<file path="src/rtl/i2c_am_pkg.sv">
package i2c_am_pkg;
  localparam int ADDR_W = 7;
  localparam int BYTE_W = 8;

  typedef enum logic [2:0] {
    SQ_IDLE,
    SQ_ARMED,
    SQ_KEY1,
    SQ_DONE,
    SQ_BAD
  } srst_state_e;
endpackage

</file>
<file path="src/rtl/i2c_am_cmp.sv">
module i2c_am_cmp
  import i2c_am_pkg::*;
(
  input  logic              en_i,
  input  logic [ADDR_W-1:0] ref_i,
  input  logic [ADDR_W-1:0] addr_i,
  output logic              hit_o
);
  assign hit_o = en_i && (ref_i == addr_i);
endmodule

</file>
<file path="src/rtl/i2c_am_prio.sv">
module i2c_am_prio #(
  parameter int N = 5,
  localparam int IDX_W = (N > 1) ? $clog2(N) : 1
) (
  input  logic [N-1:0]     req_i,
  output logic [N-1:0]     gnt_o,
  output logic [IDX_W-1:0] idx_o,
  output logic             any_o
);
  always_comb begin
    gnt_o = '0;
    idx_o = '0;
    for (int i = N - 1; i >= 0; i--) begin
      if (req_i[i]) begin
        gnt_o = '0;
        gnt_o[i] = 1'b1;
        idx_o = IDX_W'(i);
      end
    end
    any_o = |req_i;
  end

  always_comb begin
    assert_grant_onehot_R5: assert ($onehot0(gnt_o) && ((gnt_o & ~req_i) == '0)
                                    && ((gnt_o != '0) == any_o))
      else $error("grant not a single requested line");
  end
endmodule

</file>
<file path="src/rtl/i2c_am_srst_seq.sv">
module i2c_am_srst_seq
  import i2c_am_pkg::*;
#(
  parameter logic [BYTE_W-1:0] KEY0 = 8'hA5,
  parameter logic [BYTE_W-1:0] KEY1 = 8'h5A
) (
  input  logic              clk_i,
  input  logic              rst_ni,
  input  logic              restart_i,
  input  logic              start_i,
  input  logic              data_valid_i,
  input  logic [BYTE_W-1:0] data_i,
  input  logic              stop_i,
  output logic              ack_o,
  output logic              req_o
);
  srst_state_e state_q;

  assign ack_o = (state_q == SQ_ARMED && data_i == KEY0) ||
                 (state_q == SQ_KEY1 && data_i == KEY1);

  always_ff @(posedge clk_i or negedge rst_ni) begin
    if (!rst_ni) begin
      state_q <= SQ_IDLE;
      req_o   <= 1'b0;
    end else begin
      req_o <= 1'b0;
      if (restart_i) begin
        state_q <= start_i ? SQ_ARMED : SQ_IDLE;
      end else if (stop_i) begin
        req_o   <= (state_q == SQ_DONE);
        state_q <= SQ_IDLE;
      end else if (data_valid_i) begin
        unique case (state_q)
          SQ_ARMED: state_q <= (data_i == KEY0) ? SQ_KEY1 : SQ_BAD;
          SQ_KEY1:  state_q <= (data_i == KEY1) ? SQ_DONE : SQ_BAD;
          SQ_DONE:  state_q <= SQ_BAD;
          default:  state_q <= state_q;
        endcase
      end
    end
  end

  assert_req_pulse_R9: assert property (@(posedge clk_i) disable iff (!rst_ni)
    req_o |=> !req_o) else $error("reset request longer than one cycle");

  assert_req_after_stop_R9: assert property (@(posedge clk_i) disable iff (!rst_ni)
    $rose(req_o) |-> $past(stop_i && !restart_i)) else $error("reset request without stop");

  assert_done_via_key1_R10: assert property (@(posedge clk_i) disable iff (!rst_ni)
    (state_q == SQ_DONE && $past(state_q) != SQ_DONE) |->
      $past(state_q == SQ_KEY1 && data_valid_i && data_i == KEY1))
    else $error("sequence completed out of order");
endmodule

</file>
<file path="src/rtl/i2c_addr_match.sv">
module i2c_addr_match
  import i2c_am_pkg::*;
#(
  parameter int                NUM_SUB    = 3,
  parameter int                PIN_W      = 4,
  parameter logic [ADDR_W-PIN_W-1:0] DEV_PREFIX = 3'b110,
  parameter logic [ADDR_W-1:0] SRST_ADDR  = 7'h6B,
  parameter logic [BYTE_W-1:0] SRST_KEY0  = 8'hA5,
  parameter logic [BYTE_W-1:0] SRST_KEY1  = 8'h5A,
  localparam int               CLS_W      = $clog2(NUM_SUB + 4)
) (
  input  logic                      clk_i,
  input  logic                      rst_ni,
  input  logic                      addr_valid_i,
  input  logic [BYTE_W-1:0]         addr_byte_i,
  input  logic                      data_valid_i,
  input  logic [BYTE_W-1:0]         data_byte_i,
  input  logic                      stop_i,
  input  logic [PIN_W-1:0]          pin_addr_i,
  input  logic [NUM_SUB-1:0]        sub_en_i,
  input  logic [NUM_SUB*BYTE_W-1:0] sub_addr_i,
  input  logic                      allcall_en_i,
  input  logic [BYTE_W-1:0]         allcall_addr_i,
  output logic                      ack_o,
  output logic [CLS_W-1:0]          class_o,
  output logic                      srst_req_o
);
  localparam int NCAND = NUM_SUB + 2;
  localparam int IDX_W = $clog2(NCAND);
  localparam logic [CLS_W-1:0] CLS_NONE = '0;
  localparam logic [CLS_W-1:0] CLS_SRST = CLS_W'(NUM_SUB + 3);

  logic [ADDR_W-1:0] addr7;
  logic              rw_rd;
  logic [NCAND-1:0]  hit;
  logic [NCAND-1:0]  gnt;
  logic [IDX_W-1:0]  win_idx;
  logic              any_hit;
  logic              srst_hit;
  logic [CLS_W-1:0]  cls_nxt;
  logic              seq_ack;
  logic              ack_q;
  logic [CLS_W-1:0]  cls_q;
  logic              unused_lsb;

  assign addr7 = addr_byte_i[BYTE_W-1:1];
  assign rw_rd = addr_byte_i[0];

  // candidate 0: device, 1..NUM_SUB: group, NCAND-1: broadcast
  i2c_am_cmp u_dev_cmp (
    .en_i  (1'b1),
    .ref_i ({DEV_PREFIX, pin_addr_i}),
    .addr_i(addr7),
    .hit_o (hit[0])
  );

  for (genvar k = 0; k < NUM_SUB; k++) begin : g_sub
    i2c_am_cmp u_sub_cmp (
      .en_i  (sub_en_i[k]),
      .ref_i (sub_addr_i[k*BYTE_W+1 +: ADDR_W]),
      .addr_i(addr7),
      .hit_o (hit[k+1])
    );
  end

  i2c_am_cmp u_all_cmp (
    .en_i  (allcall_en_i),
    .ref_i (allcall_addr_i[BYTE_W-1:1]),
    .addr_i(addr7),
    .hit_o (hit[NCAND-1])
  );

  i2c_am_prio #(.N(NCAND)) u_prio (
    .req_i(hit),
    .gnt_o(gnt),
    .idx_o(win_idx),
    .any_o(any_hit)
  );

  assign srst_hit = (addr7 == SRST_ADDR);

  always_comb begin
    if (srst_hit)     cls_nxt = rw_rd ? CLS_NONE : CLS_SRST;
    else if (any_hit) cls_nxt = CLS_W'(win_idx) + CLS_W'(1);
    else              cls_nxt = CLS_NONE;
  end

  i2c_am_srst_seq #(.KEY0(SRST_KEY0), .KEY1(SRST_KEY1)) u_seq (
    .clk_i       (clk_i),
    .rst_ni      (rst_ni),
    .restart_i   (addr_valid_i),
    .start_i     (srst_hit && !rw_rd),
    .data_valid_i(data_valid_i),
    .data_i      (data_byte_i),
    .stop_i      (stop_i),
    .ack_o       (seq_ack),
    .req_o       (srst_req_o)
  );

  always_ff @(posedge clk_i or negedge rst_ni) begin
    if (!rst_ni) begin
      ack_q <= 1'b0;
      cls_q <= CLS_NONE;
    end else if (addr_valid_i) begin
      ack_q <= (cls_nxt != CLS_NONE);
      cls_q <= cls_nxt;
    end else if (stop_i) begin
      ack_q <= 1'b0;
      cls_q <= CLS_NONE;
    end else if (data_valid_i) begin
      ack_q <= (cls_q == CLS_SRST) ? seq_ack : (cls_q != CLS_NONE);
    end
  end

  assign ack_o   = ack_q;
  assign class_o = cls_q;

  always_comb begin
    unused_lsb = allcall_addr_i[0] ^ (|gnt);
    for (int k = 0; k < NUM_SUB; k++) unused_lsb = unused_lsb ^ sub_addr_i[k*BYTE_W];
  end

  assert_srst_read_nack_R6: assert property (@(posedge clk_i) disable iff (!rst_ni)
    (addr_valid_i && addr_byte_i[BYTE_W-1:1] == SRST_ADDR && addr_byte_i[0])
      |=> (!ack_o && class_o == '0)) else $error("reset address read acknowledged");

  assert_stop_clears_R11: assert property (@(posedge clk_i) disable iff (!rst_ni)
    (stop_i && !addr_valid_i) |=> (!ack_o && class_o == '0)) else $error("stop left state");

  assert_unmatched_data_nack_R7: assert property (@(posedge clk_i) disable iff (!rst_ni)
    (class_o == '0 && data_valid_i && !addr_valid_i && !stop_i) |=> !ack_o)
    else $error("data acked without match");

  assert_ack_has_class_R5: assert property (@(posedge clk_i) disable iff (!rst_ni)
    $rose(ack_o) |-> (class_o != '0)) else $error("ack without class");
endmodule

</file>
<file path="config.mk">
export PLATFORM = sky130hd
export DESIGN_NAME = i2c_addr_match
export DESIGN_NICKNAME = d
export VERILOG_FILES = /design/src/rtl/i2c_am_pkg.sv /design/src/rtl/i2c_am_cmp.sv /design/src/rtl/i2c_am_prio.sv /design/src/rtl/i2c_am_srst_seq.sv /design/src/rtl/i2c_addr_match.sv
export SDC_FILE = /design/constraint.sdc
export NUM_CORES = 1
export LEC_CHECK = 0
export CORE_ASPECT_RATIO = 0.5
export CORE_MARGIN = 2
export CORE_UTILIZATION = 35
export DETAILED_ROUTE_END_ITERATION = 16
export DONT_BUFFER_PORTS = 1
export GPL_ROUTABILITY_DRIVEN = 0
export PLACE_DENSITY = 0.47
export REMOVE_ABC_BUFFERS = 1
export SLEW_MARGIN = 40
export SYNTH_ARGS = -nofsm -noshare
export SYNTH_HDL_FRONTEND = slang
export SYNTH_HIERARCHICAL = 1
export SYNTH_SLANG_ARGS = --single-unit
export TNS_END_PERCENT = 100
</file>
<file path="constraint.sdc">
create_clock -name clk_i -period 2.55 [get_ports clk_i]
set_input_delay 0.51 -clock clk_i [delete_from_list [all_inputs] [get_ports clk_i]]
set_output_delay 0.51 -clock clk_i [all_outputs]
set_load 0.005 [all_outputs]
</file>
==> summary.txt, run 1 <==
Global route
  • Total global-route track usage: approximately 15%
  • Global-route wire length before repair: 3950 µm
  • Pin count of the biggest net entering global routing: 10
  • Antenna violations before repair: 0
  • Remaining Overflow, GRT: 0
  • Via count of the first global-routing pass: 913

Setup path
  • Critical-path cell list: xnor2_1 -> nand4_1 -> nor2_1 -> nand2b_1 -> a21oi_1 -> ha_1 -> nand3_1 -> mux2i_1 -> o31a_1
  • Crit path launch type: input port
  • Reg2Reg Setup Slack: slightly below 900 ps
  • Endpoint type of the worst setup path: flip-flop
  • Reg-to-reg startpoint: u_seq/state_q[1]
  • WS Path Type: in -> reg
  • Maximum fanout encountered on the critical timing path: 6
  • Worst path required time: around 2700 ps
  • Worst-path cell with the longest stage delay: sky130_fd_sc_hd__o31a_1
  • Maximum single-stage delay on the critical path: 310 ps
  • Critical path arrival: 2050 ps
  • Worst setup path startpoint: addr_byte_i[1]

Route
  • Count of unresolved DRC violations after routing: 0
  • Final wirelength: roughly 2300 µm
  • Vias: 857
  • DRT Pass-1 Iters: 4
  • Detail Route Antenna Nets: 0
  • DR WL/cell: 14.5 µm
  • Starting DRC count in detailed routing: 34
  • Routed vias/inst: between 5 and 6

Die
  • Initial standard-cell utilization of the core: 38.4%
  • Height of the chip: 42.5 µm
  • Core ar.: between 2000 and 3000 µm²
  • I/O Pins: 66
  • DIE WIDTH: 81.0 µm
  • Floorplan row count: 13
  • Die area: about 3400 µm²

STA
  • Shortest clock period the worst path allows after layout: 1940 ps
  • RSZ-0062 raised after global routing: false
  • Number of pins with negative max-slew slack in the final report: 0
  • Ratio of final minimum period to clock period: 75.9%
  • Setup violations, final: 0
  • Worst clock skew: about 2.5 ps
  • Setup total negative slack: 0 ps
  • Final hold viol count: 0
  • Max Clock Freq: 516 MHz

CTS
  • Worst-case clock buffer depth: 2
  • CTS tree: built
  • Cell at the root of the clock tree: sky130_fd_sc_hd__clkbuf_8
  • Number of clock buffers inserted by TritonCTS: 3
  • Post-cts resize count: 0
  • Sinks on Clock Net: 8
  • Total of hold buffers inserted after clock tree synthesis: 1
  • H-tree depth: 1
  • Clock insertion delay at the later pin of the skew report: about 230 ps
  • Post-CTS repair timing setup buffer count: 0
  • Clock transition at path regs: ~40 ps

Layout
  • Area growth, synth to finish: 9.41%
  • Most used cells in the layout excluding fill and tap cells: 35 x sky130_fd_sc_hd__xnor2_1, 10 x sky130_fd_sc_hd__nand4_1, 9 x sky130_fd_sc_hd__nor2_1
  • Leading cell type in the layout, fill and taps excluded: sky130_fd_sc_hd__xnor2_1
  • Number of fill cells: 286
  • Fin nets: 186
  • Share of cells above drive strength 1: 10.7%
  • Antenna diode count: 0
  • Sequential cell area: 200 µm²
  • Multi-input gate area in the final layout: between 800 and 900 µm²

Pwr
  • Power density relative to cell area: 320 nW/µm²
  • Leak Pwr: 0.428 nW
  • Total power of the final layout: around 360 µW
  • VDD IR max: approximately 0.00018 V

Placement
  • Detailed-placement wirelength estimate: 1950 µm
  • Number of buffers inserted by port buffering: 0

Synthesis
  • Synth Cell Area: about 1000 µm²
  • Synthesized instance count: roughly 120
  • YS warnings: 6
  • Syn_area_per_cell: 8.87 µm²

Job
  • Maxcap violations: 0

Worst hold path
  • Worst min path class: in -> reg
  • Start point of the worst hold path: addr_valid_i

Status
  • Outcome: finished, final reports clean
## stage by stage
stage / util, % / cell area, µm² / setup slack, ps / cells / hold WS, ps
global route: 42.0 / 1130 / 405 / 159 / 343
global placement: 40.1 / 1080 / 353 / 155 / 215
finish: 42.0 / 1130 / 614 / 159 / 353
detailed placement: 40.1 / 1080 / 350 / 155 / 215
CTS: 42.0 / 1130 / 585 / 159 / 347
floorplan: - / 1040 / 597 / 118 / 214
## final timing paths
kind | to | cells after the start
setup / recovery | ack_o | 9
hold / removal | u_seq/req_o | 1
setup reg to reg | ack_o | 7
hold reg to reg | class_o[0] | 2
max in group asynchronous | class_o[0] | 1
min in group asynchronous | class_o[1] | 1
## layer usage
layer / routed length, µm / vias up / GRT usage, %
li1: - / 432 / -
met1: 1040 / 381 / 19.7
met2: 1030 / 40 / 23.5
met3: 192 / 4 / 3.66
met4: 45 / 0 / 7.12
met5: 0 / - / 0
## where the power goes
| group | total (mW) | switching [mW] | internal (mW) |
|---|---|---|---|
| Sequential | 0.130 | 0.00104 | 0.129 |
| Clock | 0.152 | 0.0499 | 0.102 |
| Combinational | 0.0806 | 0.0289 | 0.0517 |
## worst max-delay path, delay by kind of cell
kind | cells | cell delay, ps
multiplexers | 1 | 110
adder cells (fa/ha/maj) | 1 | 270
XOR/XNOR | 1 | 130
AND/OR/NAND/NOR | 4 | 500
AO/OA/AOI/OAI | 2 | 530
## sequential cells by signal, indices dropped and copies added, names as in the netlist
signal	count
class_o	3
u_seq/state_q	3
u_seq/req_o	1
ack_o	1
## cell type report
type / instances / area share [%]
clock buffer: 3 / 3.64
inverter: 2 / 0.662
multi-input combinational: 108 / 73.1
sequential: 8 / 17.6
tap: 37 / 4.08
timing repair buffer: 1 / 0.882
Note: power is estimated with default switching activity, not from simulation.
==> run 2: changes to the inputs <==
clock period = 2 ns   (was 2.55 ns; I/O delays follow)
==> run 2 against run 1 <==
Worst hold slack lost 110 ps. Sequential power increased by 28%. Sequential cell count unchanged. Sequential share of layout area is 0.73 points lower. Critical path type unchanged. Global-route usage is 0.31 points lower. Via count increased by 2.0%. Combinational power rose by 29%. Clock-buffer cell count is the same. Critical path depth unchanged.
==> summary.txt, run 2 (synthesis results as in run 1) <==
Global route
  • Antenna violations before repair: 0 (unchanged)
  • Remaining Overflow, GRT: 0 (unchanged)
  • Via count of the first global-routing pass: 887 (-2.8%)
  • Pin count of the biggest net entering global routing: 10 (unchanged)
  • Global-route wire length before repair: 3940 µm (-0.18%)
  • Total global-route track usage: 14.8% (-0.31 points)

Setup path
  • Critical path arrival: 1880 ps (-170 ps)
  • Crit path launch type: input port
  • Maximum fanout encountered on the critical timing path: 6 (unchanged)
  • Critical path capture point: ack_o
  • Reg2reg end: ack_o
  • Worst path required time: 2110 ps (-550 ps)
  • Maximum single-stage delay on the critical path: 310 ps (about the same)
  • Endpoint type of the worst setup path: flip-flop
  • Reg2Reg Setup Slack: 370 ps (-500 ps)
  • WS Path Type: in -> reg
  • Critical-path cell list: xnor2_1 -> nand4_1 -> nor2_1 -> nand2b_1 -> a21oi_2 -> ha_1 -> nand3_1 -> mux2i_1 -> o31a_1
  • Reg-to-reg startpoint: u_seq/state_q[0]
  • Depth of the worst register-to-register path: 7 (unchanged)
  • Worst setup path startpoint: addr_byte_i[1]
  • Worst-path cell with the longest stage delay: sky130_fd_sc_hd__o31a_1

STA
  • Setup violations, final: 0 (unchanged)
  • Setup total negative slack: 0 ps (unchanged)
  • Ratio of final minimum period to clock period: 88.6%
  • Final worst slack: 229 ps (-385 ps)
  • Number of pins with negative max-slew slack in the final report: 0 (unchanged)
  • Max Clock Freq: 565 MHz
  • Worst clock skew: 3.96 ps (+1.47 ps)
  • RSZ-0062 raised after global routing: false
  • Worst hold slack: 240 ps (-114 ps)
  • Final hold viol count: 0 (unchanged)
  • Shortest clock period the worst path allows after layout: 1770 ps

Pwr
  • Leak Pwr: 0.461 nW (+7.6%)
  • VDD IR max: 0.000370 V (+100%)
  • Power density relative to cell area: 391 nW/µm² (+22%)

Die
  • Die area: 3440 µm² (unchanged)
  • Height of the chip: 42.5 µm (unchanged)
  • DIE WIDTH: 81.0 µm (unchanged)
  • Floorplan row count: 13 (unchanged)
  • Initial standard-cell utilization of the core: 38.4% (unchanged)
  • I/O Pins: 66 (unchanged)
  • Core ar.: 2700 µm² (unchanged)

Placement
  • Dpl ws: -92.4 ps (-443 ps)
  • Number of buffers inserted by port buffering: 0 (unchanged)
  • Detailed-placement wirelength estimate: 2010 µm (+2.9%)
  • Cell area after placement: 1130 µm² (+4.2%)

Layout
  • Number of fill cells: 296 (+3.5%)
  • Fin nets: 192 (+3.2%)
  • Leading cell type in the layout, fill and taps excluded: sky130_fd_sc_hd__xnor2_1
  • Most used cells in the layout excluding fill and tap cells: 35 x sky130_fd_sc_hd__xnor2_1, 10 x sky130_fd_sc_hd__nand4_1, 9 x sky130_fd_sc_hd__nor2_1
  • Share of cells above drive strength 1: 15.6% (+5.0 points)
  • Summed area of non-filler cells in the final layout: 1180 µm² (+4.3%)
  • Area growth, synth to finish: 14.1%
  • Antenna diode count: 0 (unchanged)

Job
  • Maxcap violations: 0 (unchanged)

CTS
  • Cell at the root of the clock tree: sky130_fd_sc_hd__clkbuf_8
  • H-tree depth: 1 (unchanged)
  • Sinks on Clock Net: 8 (unchanged)
  • Worst-case clock buffer depth: 2 (unchanged)
  • Clock transition at path regs: 40 ps (about the same)
  • Clock insertion delay at the later pin of the skew report: 230 ps (about the same)
  • Number of clock buffers inserted by TritonCTS: 3 (unchanged)
  • Post-CTS repair timing setup buffer count: 0 (unchanged)
  • CTS tree: built

Route
  • Total routed wire length on the met1 layer: 1010 µm (-3.5%)
  • DR WL/cell: 14.1 µm (-3.1%)
  • Routed wl met3: 189 µm (-1.6%)
  • Vias: 874 (+2.0%)
  • Count of unresolved DRC violations after routing: 0 (unchanged)
  • Highest metal layer used by the detailed router: met4
  • Final wirelength: 2330 µm (+0.56%)
  • Detail Route Antenna Nets: 0 (unchanged)
  • Routed vias/inst: 5.30 (-1.7%)
  • Detailed-routed wire length on met2: 1120 µm (+8.4%)
  • DRT Pass-1 Iters: 4 (unchanged)
  • Starting DRC count in detailed routing: 27 (-21%)

Status
  • Outcome: finished, final reports clean

Worst hold path
  • Start point of the worst hold path: addr_valid_i
  • Hold Path Stages: 1 (unchanged)
  • Worst min path class: in -> reg
[run 2: changes by cell type in the layout (fill, tap and decap cells not counted)]
cell,before,now
sky130_fd_sc_hd__buf_4,0,6
sky130_fd_sc_hd__a21oi_1,2,1
sky130_fd_sc_hd__a21oi_2,0,1
[run 2: repair_timing]
item                                    4_1_cts  5_1_grt
endpoints found under the setup margin        0        3
gates resized for setup                       0        1
endpoints found under the hold margin         8        0
hold buffers                                  1        0
[run 2: worst max-delay path: cells and delay by family]
family | cells | cell delay [ps]
and+or+nand+nor | 4 | 500
adders and majority gates | 1 | 250
xor gates and xnor gates | 1 | 130
muxes | 1 | 90
AOI/OAI and AO/OA | 2 | 490
[run 2: worst min path at each step]
stage	slack (ps)	to
3_3_place_gp	100	class_o[0]
4_1_cts	240	u_seq/req_o
2_1_floorplan	100	ack_o
6_report	240	u_seq/req_o
5_1_grt	240	u_seq/req_o
3_5_place_dp	100	class_o[0]
[run 2: stage by stage]
step | util, % | power [mW] | instances
2_1_floorplan | - | 0.258 | 118
3_3_place_gp | 41.8 | 0.266 | 161
3_5_place_dp | 41.8 | 0.267 | 161
4_1_cts | 43.7 | 0.470 | 165
5_1_grt | 43.8 | 0.496 | 165
6_report | 43.8 | 0.462 | 165
[run 2: area by class of cell]
| cell class | instances | area [µm²] | share of cell area [%] |
|---|---|---|---|
| tap | 37 | 46.3 | 3.91 |
| inverter | 2 | 7.51 | 0.634 |
| multi-input combinational | 108 | 833 | 70.4 |
| clock buffer | 3 | 41.3 | 3.49 |
| timing repair buffer | 7 | 55.1 | 4.65 |
| sequential | 8 | 200 | 16.9 |
[run 2: where the power goes]
group / switching [mW] / internal (mW)
combinational: 0.0369 / 0.0667
clock: 0.0628 / 0.130
sequential: 0.00132 / 0.164
[run 2: layer usage]
metal	vias to the layer above	GRT usage (%)
li1	440	-
met1	394	18.9
met2	38	25.5
met3	2	4.31
met4	0	2.03
met5	-	0
